==> config.mk <==
export PLATFORM = sky130hd
export DESIGN_NAME = scl_loader
export DESIGN_NICKNAME = d
export VERILOG_FILES = /design/src/rtl/scl_pkg.sv /design/src/rtl/scl_sync_bus.sv /design/src/rtl/scl_shifter.sv /design/src/rtl/scl_latch_bank.sv /design/src/rtl/scl_loader.sv
export SDC_FILE = /design/constraint.sdc
export NUM_CORES = 1
export LEC_CHECK = 0
export BUFFER_PORTS_ARGS = -buffer_cell sky130_fd_sc_hd__buf_2
export CAP_MARGIN = 20
export CORE_UTILIZATION = 40
export CTS_CLUSTER_SIZE = 14
export DETAILED_ROUTE_END_ITERATION = 8
export PLACE_DENSITY_LB_ADDON = 0.3
export RECOVER_POWER = 100
export SYNTH_ARGS = -nofsm -noshare
export SYNTH_HDL_FRONTEND = slang
export SYNTH_SLANG_ARGS = --single-unit
==> constraint.sdc <==
create_clock -name clk -period 1.4 [get_ports clk]
set_input_delay 0 -clock clk [delete_from_list [all_inputs] [get_ports clk]]
set_output_delay 0 -clock clk [all_outputs]
set_load 0.02 [all_outputs]
==> src/rtl/scl_pkg.sv <==
// Package: shared widths, limits and held-word layouts for the serial
// control word loader. Assumes a main-count floor and a reference-count
// floor that fit in their fields.
package scl_pkg;
    localparam int SW_W     = 7;
    localparam int MAIN_W   = 11;
    localparam int REF_W    = 14;
    localparam int DIV_W    = SW_W + MAIN_W;
    localparam int REFL_W   = REF_W + 1;
    localparam int FRAME_W  = DIV_W + 1;
    localparam int MAIN_MIN = 16;
    localparam int REF_MIN  = 8;

    typedef struct packed {
        logic [MAIN_W-1:0] main;
        logic [SW_W-1:0]   swallow;
    } div_word_t;

    typedef struct packed {
        logic             presc;
        logic [REF_W-1:0] count;
    } ref_word_t;
endpackage

==> src/rtl/scl_sync_bus.sv <==
// Module: multi-stage synchronizer for a bundle of asynchronous lines.
// Assumes each line is stable far longer than STAGES clk periods, so the
// bits of the bundle cannot skew against each other in any way that matters.
module scl_sync_bus #(
    parameter int W      = 3,
    parameter int STAGES = 2
) (
    input  logic         clk,
    input  logic         rst_n,
    input  logic [W-1:0] async_in,
    output logic [W-1:0] sync_out
);
    logic [W-1:0] stage_q [STAGES];

    generate
        for (genvar s = 0; s < STAGES; s++) begin : g_stage
            // Purpose: move the bundle one synchronizer stage further.
            always_ff @(posedge clk) begin
                if (!rst_n) begin
                    stage_q[s] <= '0;
                end else if (s == 0) begin
                    stage_q[s] <= async_in;
                end else begin
                    stage_q[s] <= stage_q[(s == 0) ? 0 : s-1];
                end
            end
        end
    endgenerate

    assign sync_out = stage_q[STAGES-1];
endmodule

==> src/rtl/scl_shifter.sv <==
// Module: serial-in shift register, newest bit in bit 0.
// Assumes shift_en is a one-cycle pulse for each serial clock rising edge.
module scl_shifter #(
    parameter int W = 19
) (
    input  logic         clk,
    input  logic         rst_n,
    input  logic         shift_en,
    input  logic         din,
    output logic [W-1:0] word
);
    // Purpose: shift one bit in on each detected serial edge.
    always_ff @(posedge clk) begin
        if (!rst_n) begin
            word <= '0;
        end else if (shift_en) begin
            word <= {word[W-2:0], din};
        end
    end

    // each serial edge moves the word exactly one place
    p_shift_step_r11: assert property (@(posedge clk) disable iff (!rst_n)
        shift_en |=> (word == {$past(word[W-2:0]), $past(din)}));

    // no serial edge, no change to the shifted word
    p_shift_idle_r4: assert property (@(posedge clk) disable iff (!rst_n)
        !shift_en |=> $stable(word));
endmodule

==> src/rtl/scl_latch_bank.sv <==
// Module: decodes the routing flag and checks the count floors, then holds
// the divider and reference words. It also keeps the sticky error flag and
// the configured status.
// Assumes commit is a one-cycle pulse and word is stable during it.
module scl_latch_bank
    import scl_pkg::*;
(
    input  logic               clk,
    input  logic               rst_n,
    input  logic               commit,
    input  logic [FRAME_W-1:0] word,
    output div_word_t          div_q,
    output ref_word_t          ref_q,
    output logic               err,
    output logic               unconfig
);
    logic      route_ref;
    div_word_t div_cand;
    ref_word_t ref_cand;
    logic      div_ok;
    logic      ref_ok;
    logic      div_seen;
    logic      ref_seen;

    // Purpose: split the shifted word into candidates and test the floors.
    always_comb begin
        route_ref = word[0];
        div_cand  = div_word_t'(word[DIV_W:1]);
        ref_cand  = ref_word_t'(word[REFL_W:1]);
        div_ok    = (div_cand.main >= MAIN_W'(MAIN_MIN));
        ref_ok    = (ref_cand.count >= REF_W'(REF_MIN));
    end

    // Purpose: update the divider register set on an accepted divider word.
    always_ff @(posedge clk) begin
        if (!rst_n) begin
            div_q    <= '0;
            div_seen <= 1'b0;
        end else if (commit && !route_ref && div_ok) begin
            div_q    <= div_cand;
            div_seen <= 1'b1;
        end
    end

    // Purpose: update the reference register set on an accepted reference word.
    always_ff @(posedge clk) begin
        if (!rst_n) begin
            ref_q    <= '0;
            ref_seen <= 1'b0;
        end else if (commit && route_ref && ref_ok) begin
            ref_q    <= ref_cand;
            ref_seen <= 1'b1;
        end
    end

    // Purpose: set the sticky error flag on any refused word.
    always_ff @(posedge clk) begin
        if (!rst_n) begin
            err <= 1'b0;
        end else if (commit && ((route_ref && !ref_ok) || (!route_ref && !div_ok))) begin
            err <= 1'b1;
        end
    end

    assign unconfig = !(div_seen && ref_seen);

    // the divider set moves only on a divider-routed strobe
    p_div_hold_r5: assert property (@(posedge clk) disable iff (!rst_n)
        !(commit && !word[0]) |=> $stable(div_q));

    // the reference set moves only on a reference-routed strobe
    p_ref_hold_r5: assert property (@(posedge clk) disable iff (!rst_n)
        !(commit && word[0]) |=> $stable(ref_q));

    // a held divider word never has a main count below the floor
    p_main_floor_r7: assert property (@(posedge clk) disable iff (!rst_n)
        (div_q != '0) |-> (div_q.main >= MAIN_W'(MAIN_MIN)));

    // a held reference word never has a count below the floor
    p_ref_floor_r6: assert property (@(posedge clk) disable iff (!rst_n)
        (ref_q != '0) |-> (ref_q.count >= REF_W'(REF_MIN)));

    // the error flag never clears without reset
    p_err_sticky_r8: assert property (@(posedge clk) disable iff (!rst_n)
        err |=> err);

    // once configured, the block stays configured and both sets are loaded
    p_cfg_keep_r9: assert property (@(posedge clk) disable iff (!rst_n)
        !unconfig |=> !unconfig);
    p_cfg_loaded_r9: assert property (@(posedge clk) disable iff (!rst_n)
        !unconfig |-> ((div_q != '0) && (ref_q != '0)));
endmodule

==> src/rtl/scl_loader.sv <==
// Module: top of the serial control word loader. Synchronizes the three
// serial lines into clk, detects the serial clock and strobe rising edges,
// shifts data and commits the word to the routed register set.
// Assumes each serial line holds each level for more than STAGES+1 clk
// periods and that the strobe never rises together with the serial clock.
module scl_loader
    import scl_pkg::*;
#(
    parameter int SYNC_STAGES = 2
) (
    input  logic              clk,
    input  logic              rst_n,
    input  logic              ser_clk,
    input  logic              ser_data,
    input  logic              ser_le,
    output logic [SW_W-1:0]   swallow_cnt,
    output logic [MAIN_W-1:0] main_cnt,
    output logic [REF_W-1:0]  ref_cnt,
    output logic              presc_sel,
    output logic              cfg_err,
    output logic              not_configured
);
    localparam int LINES = 3;

    logic [LINES-1:0]   raw_lines;
    logic [LINES-1:0]   sync_lines;
    logic               sclk_prev;
    logic               le_prev;
    logic               shift_pulse;
    logic               commit_pulse;
    logic [FRAME_W-1:0] shift_word;
    div_word_t          div_q;
    ref_word_t          ref_q;

    assign raw_lines = {ser_le, ser_data, ser_clk};

    scl_sync_bus #(.W(LINES), .STAGES(SYNC_STAGES)) u_sync (
        .clk      (clk),
        .rst_n    (rst_n),
        .async_in (raw_lines),
        .sync_out (sync_lines)
    );

    // Purpose: keep the previous synchronized clock and strobe for edge detection.
    always_ff @(posedge clk) begin
        if (!rst_n) begin
            sclk_prev <= 1'b0;
            le_prev   <= 1'b0;
        end else begin
            sclk_prev <= sync_lines[0];
            le_prev   <= sync_lines[2];
        end
    end

    assign shift_pulse  = sync_lines[0] && !sclk_prev;
    assign commit_pulse = sync_lines[2] && !le_prev;

    scl_shifter #(.W(FRAME_W)) u_shift (
        .clk      (clk),
        .rst_n    (rst_n),
        .shift_en (shift_pulse),
        .din      (sync_lines[1]),
        .word     (shift_word)
    );

    scl_latch_bank u_bank (
        .clk      (clk),
        .rst_n    (rst_n),
        .commit   (commit_pulse),
        .word     (shift_word),
        .div_q    (div_q),
        .ref_q    (ref_q),
        .err      (cfg_err),
        .unconfig (not_configured)
    );

    assign swallow_cnt = div_q.swallow;
    assign main_cnt    = div_q.main;
    assign ref_cnt     = ref_q.count;
    assign presc_sel   = ref_q.presc;

    // edge pulses are single-cycle
    p_pulse_single_r4: assert property (@(posedge clk) disable iff (!rst_n)
        commit_pulse |=> !commit_pulse);
endmodule

==> metrics.txt <==
outcome finished with violations; failing checks setup timing; Synth warnings 0; Initial Util 0.419; port bufs 39; top post-synthesis cells by count 63 x dfxtp_1, 58 x nand2_1, 20 x nor2b_1, 19 x a21boi_0, 18 x mux2i_1; Worst Clk Skew 5.69 ps; IO Count 40; height of the die 78.4 um; CTS root buf clkbuf_8; ys async rst share 0; Core Area 5570 um^2; Post-synth EDFFs 0; unrepaired setup endpoints after global routing yes; setup violators final 17; drt drc 0; Synth area leaders dfxtp_1 54%, nand2_1 9.3%, mux2i_1 7.7%; drt total wl 4930 um; FP Rows 27; Max stage delay on crit path 340 ps; Synth cell types 25; H-tree depth 3; GP Congestion 0.744; critical path's top delay family simple AND/OR/NAND/NOR gates; Setup CP Type register to register; sequential fraction of the synthesis area 0.540; Synth Register Bits 63; gr ovfl total 0; worst path required time 1620 ps; VDD IR-drop max 0.494 mV; fin crit period 1460 ps; CTS tree built; share of layout cells above drive strength 1 0.248; Layout Nets 324; CP bufs+invs 1; Slew @ Worst Pin 859 ps; clock net sink count 63; synthesized net count 251; Post-DP Area 2800 um^2; initial antenna violation count 0; setup ws final -58.4 ps; Final period util 1.04; Placed Cells 369; routed vias 1,856; Leakage 1.27 nW; area of the mapped netlist 2340 um^2; f_max 0.686 GHz; Slew headroom 0.427; Initial DRC Count 79; top_reg_cell synth dfxtp_1; cell breakdown of the critical path nor4_4 -> a211o_1 -> buf_6 -> mux2i_1 -> nor2b_1; Worst-path clk slew 60 ps; CTS max path bufs 2; Mapped Cells 246; max-cap violations 0; most common cell in the netlist dfxtp_1; critical path launch point type register; Worst-Skew Late Latency 330 ps; Syn Area/Cell 9.50 um^2; gr usage total 0.167; die width 78.4 um; antenna viol nets, final 0; drt pass-1 iters 3; CTS buffer count 9; post-route cell area 3180 um^2; WL/cell 12.5 um; number of diodes 0; crit-path max FO 9; Crit. End Element register; worst hold-check path type input pin to register; Final Hold Viols 0; Fillers 520; drt via density 4.70; Pwr per Cell Area 1010 nW/um^2; Power, Total 3.21 mW; fin. max-slew vios 0; DP Wirelength 3120 um; slowest CP cell dfxtp_2; Area Overhead vs Synth 35.9%; fin cells 395; area leader, netlist dfxtp_1; number of global-route vias before repair 1,685; pin count of the biggest net entering global routing 29; Die Footprint 6150 um^2; first-pass GRT wire length 7850 um; WP data arrival 1680 ps; post-synth top area share 0.540
==> worst paths after layout <==
check | to | start | slack, ps | cells after the start
max | u_bank.div_q[7]$_SDFFE_PN0P_ | u_shift.word[15]$_SDFFE_PN0P_ | -60 | 5
min reg2reg | u_sync.stage_q[1][0]$_SDFF_PN0_ | u_sync.stage_q[0][0]$_SDFF_PN0_ | 430 | 1
min | u_bank.err$_SDFFE_PN0P_ | rst_n | 300 | 3
max reg2reg | u_bank.div_q[7]$_SDFFE_PN0P_ | u_shift.word[15]$_SDFFE_PN0P_ | -60 | 5
==> registers in the layout, indices dropped and copies added, names as in the netlist <==
name             count
sclk_prev            1
u_bank.ref_q        15
u_bank.ref_seen      1
u_sync.stage_q       6
u_bank.div_seen      1
le_prev              1
u_shift.word        19
u_bank.err           1
u_bank.div_q        18
==> power breakdown <==
part           internal [mW]  switching (mW)
logic                 0.0401          0.0565
clock network          0.681           0.625
registers               1.80         0.00433
total                   2.53           0.686
==> logic make-up (layout without fill, tap and decap cells) <==
family                 Yosys count  after routing  synth area share
DFF                             63             63             0.540
and+or+nand+nor                107            107             0.224
buffers and inverters           18             95            0.0401
muxes                           18             18            0.0771
AOI/OAI and AO/OA               40             40             0.119
==> tightest hold or removal path: stages <==
cell and delay (ps):
clkbuf_2 360, nand2_1 170, o21ai_1 50
==> stage by stage <==
stage	hold slack [ps]	worst slack, ps	util	setup TNS (ps)
5_1_grt	360	-138	0.570	-2440
2_1_floorplan	127	8.71	-	0
4_1_cts	154	-33.9	0.546	-174
6_report	304	-58.4	0.570	-376
3_5_place_dp	210	-74.9	0.502	-589
3_3_place_gp	206	2.57	0.502	0
==> layout by cell type, fill, tap and decap left out, drive strengths merged <==
| cell type | instances |
|---|---|
| clkbuf | 53 |
| nand3 | 13 |
| inv | 2 |
| a311oi | 1 |
| dlygate4sd3 | 3 |
| nor2b | 20 |
| and2 | 8 |
| a21oi | 1 |
| buf | 36 |
| o21ai | 16 |
| o21a | 1 |
| nor4 | 3 |
| a21boi | 20 |
| clkinv | 1 |
| nor3 | 1 |
| nand2b | 2 |
| a211o | 1 |
| nand2 | 58 |
| and3 | 2 |
| mux2i | 18 |
| dfxtp | 63 |
==> repair_timing <==
item,CTS,global route
hold buffers,3,0
endpoints found under the hold margin,3,0
setup endpoints to repair,15,27
buffers inserted,6,3
resized for setup,5,32
pin swaps,2,13
cloned,0,2
==> per-layer routing <==
metal	GRT usage	part of all wire
met4	0.106	0.020
met2	0.233	0.43
met1	0.229	0.52
met3	0.0384	0.029
met5	0	0
==> final cells by class <==
cell class	count	area, um^2	share of cell area
well taps	72	90.1	0.0284
flip-flops and latches	63	1270	0.400
clock inverters	1	5.00	0.00158
clock buffers	14	153	0.0481
repair buffers	78	522	0.164
multi-input cells	165	1130	0.356
inverters	2	7.51	0.00236
Power figures use the tool's default switching activity.
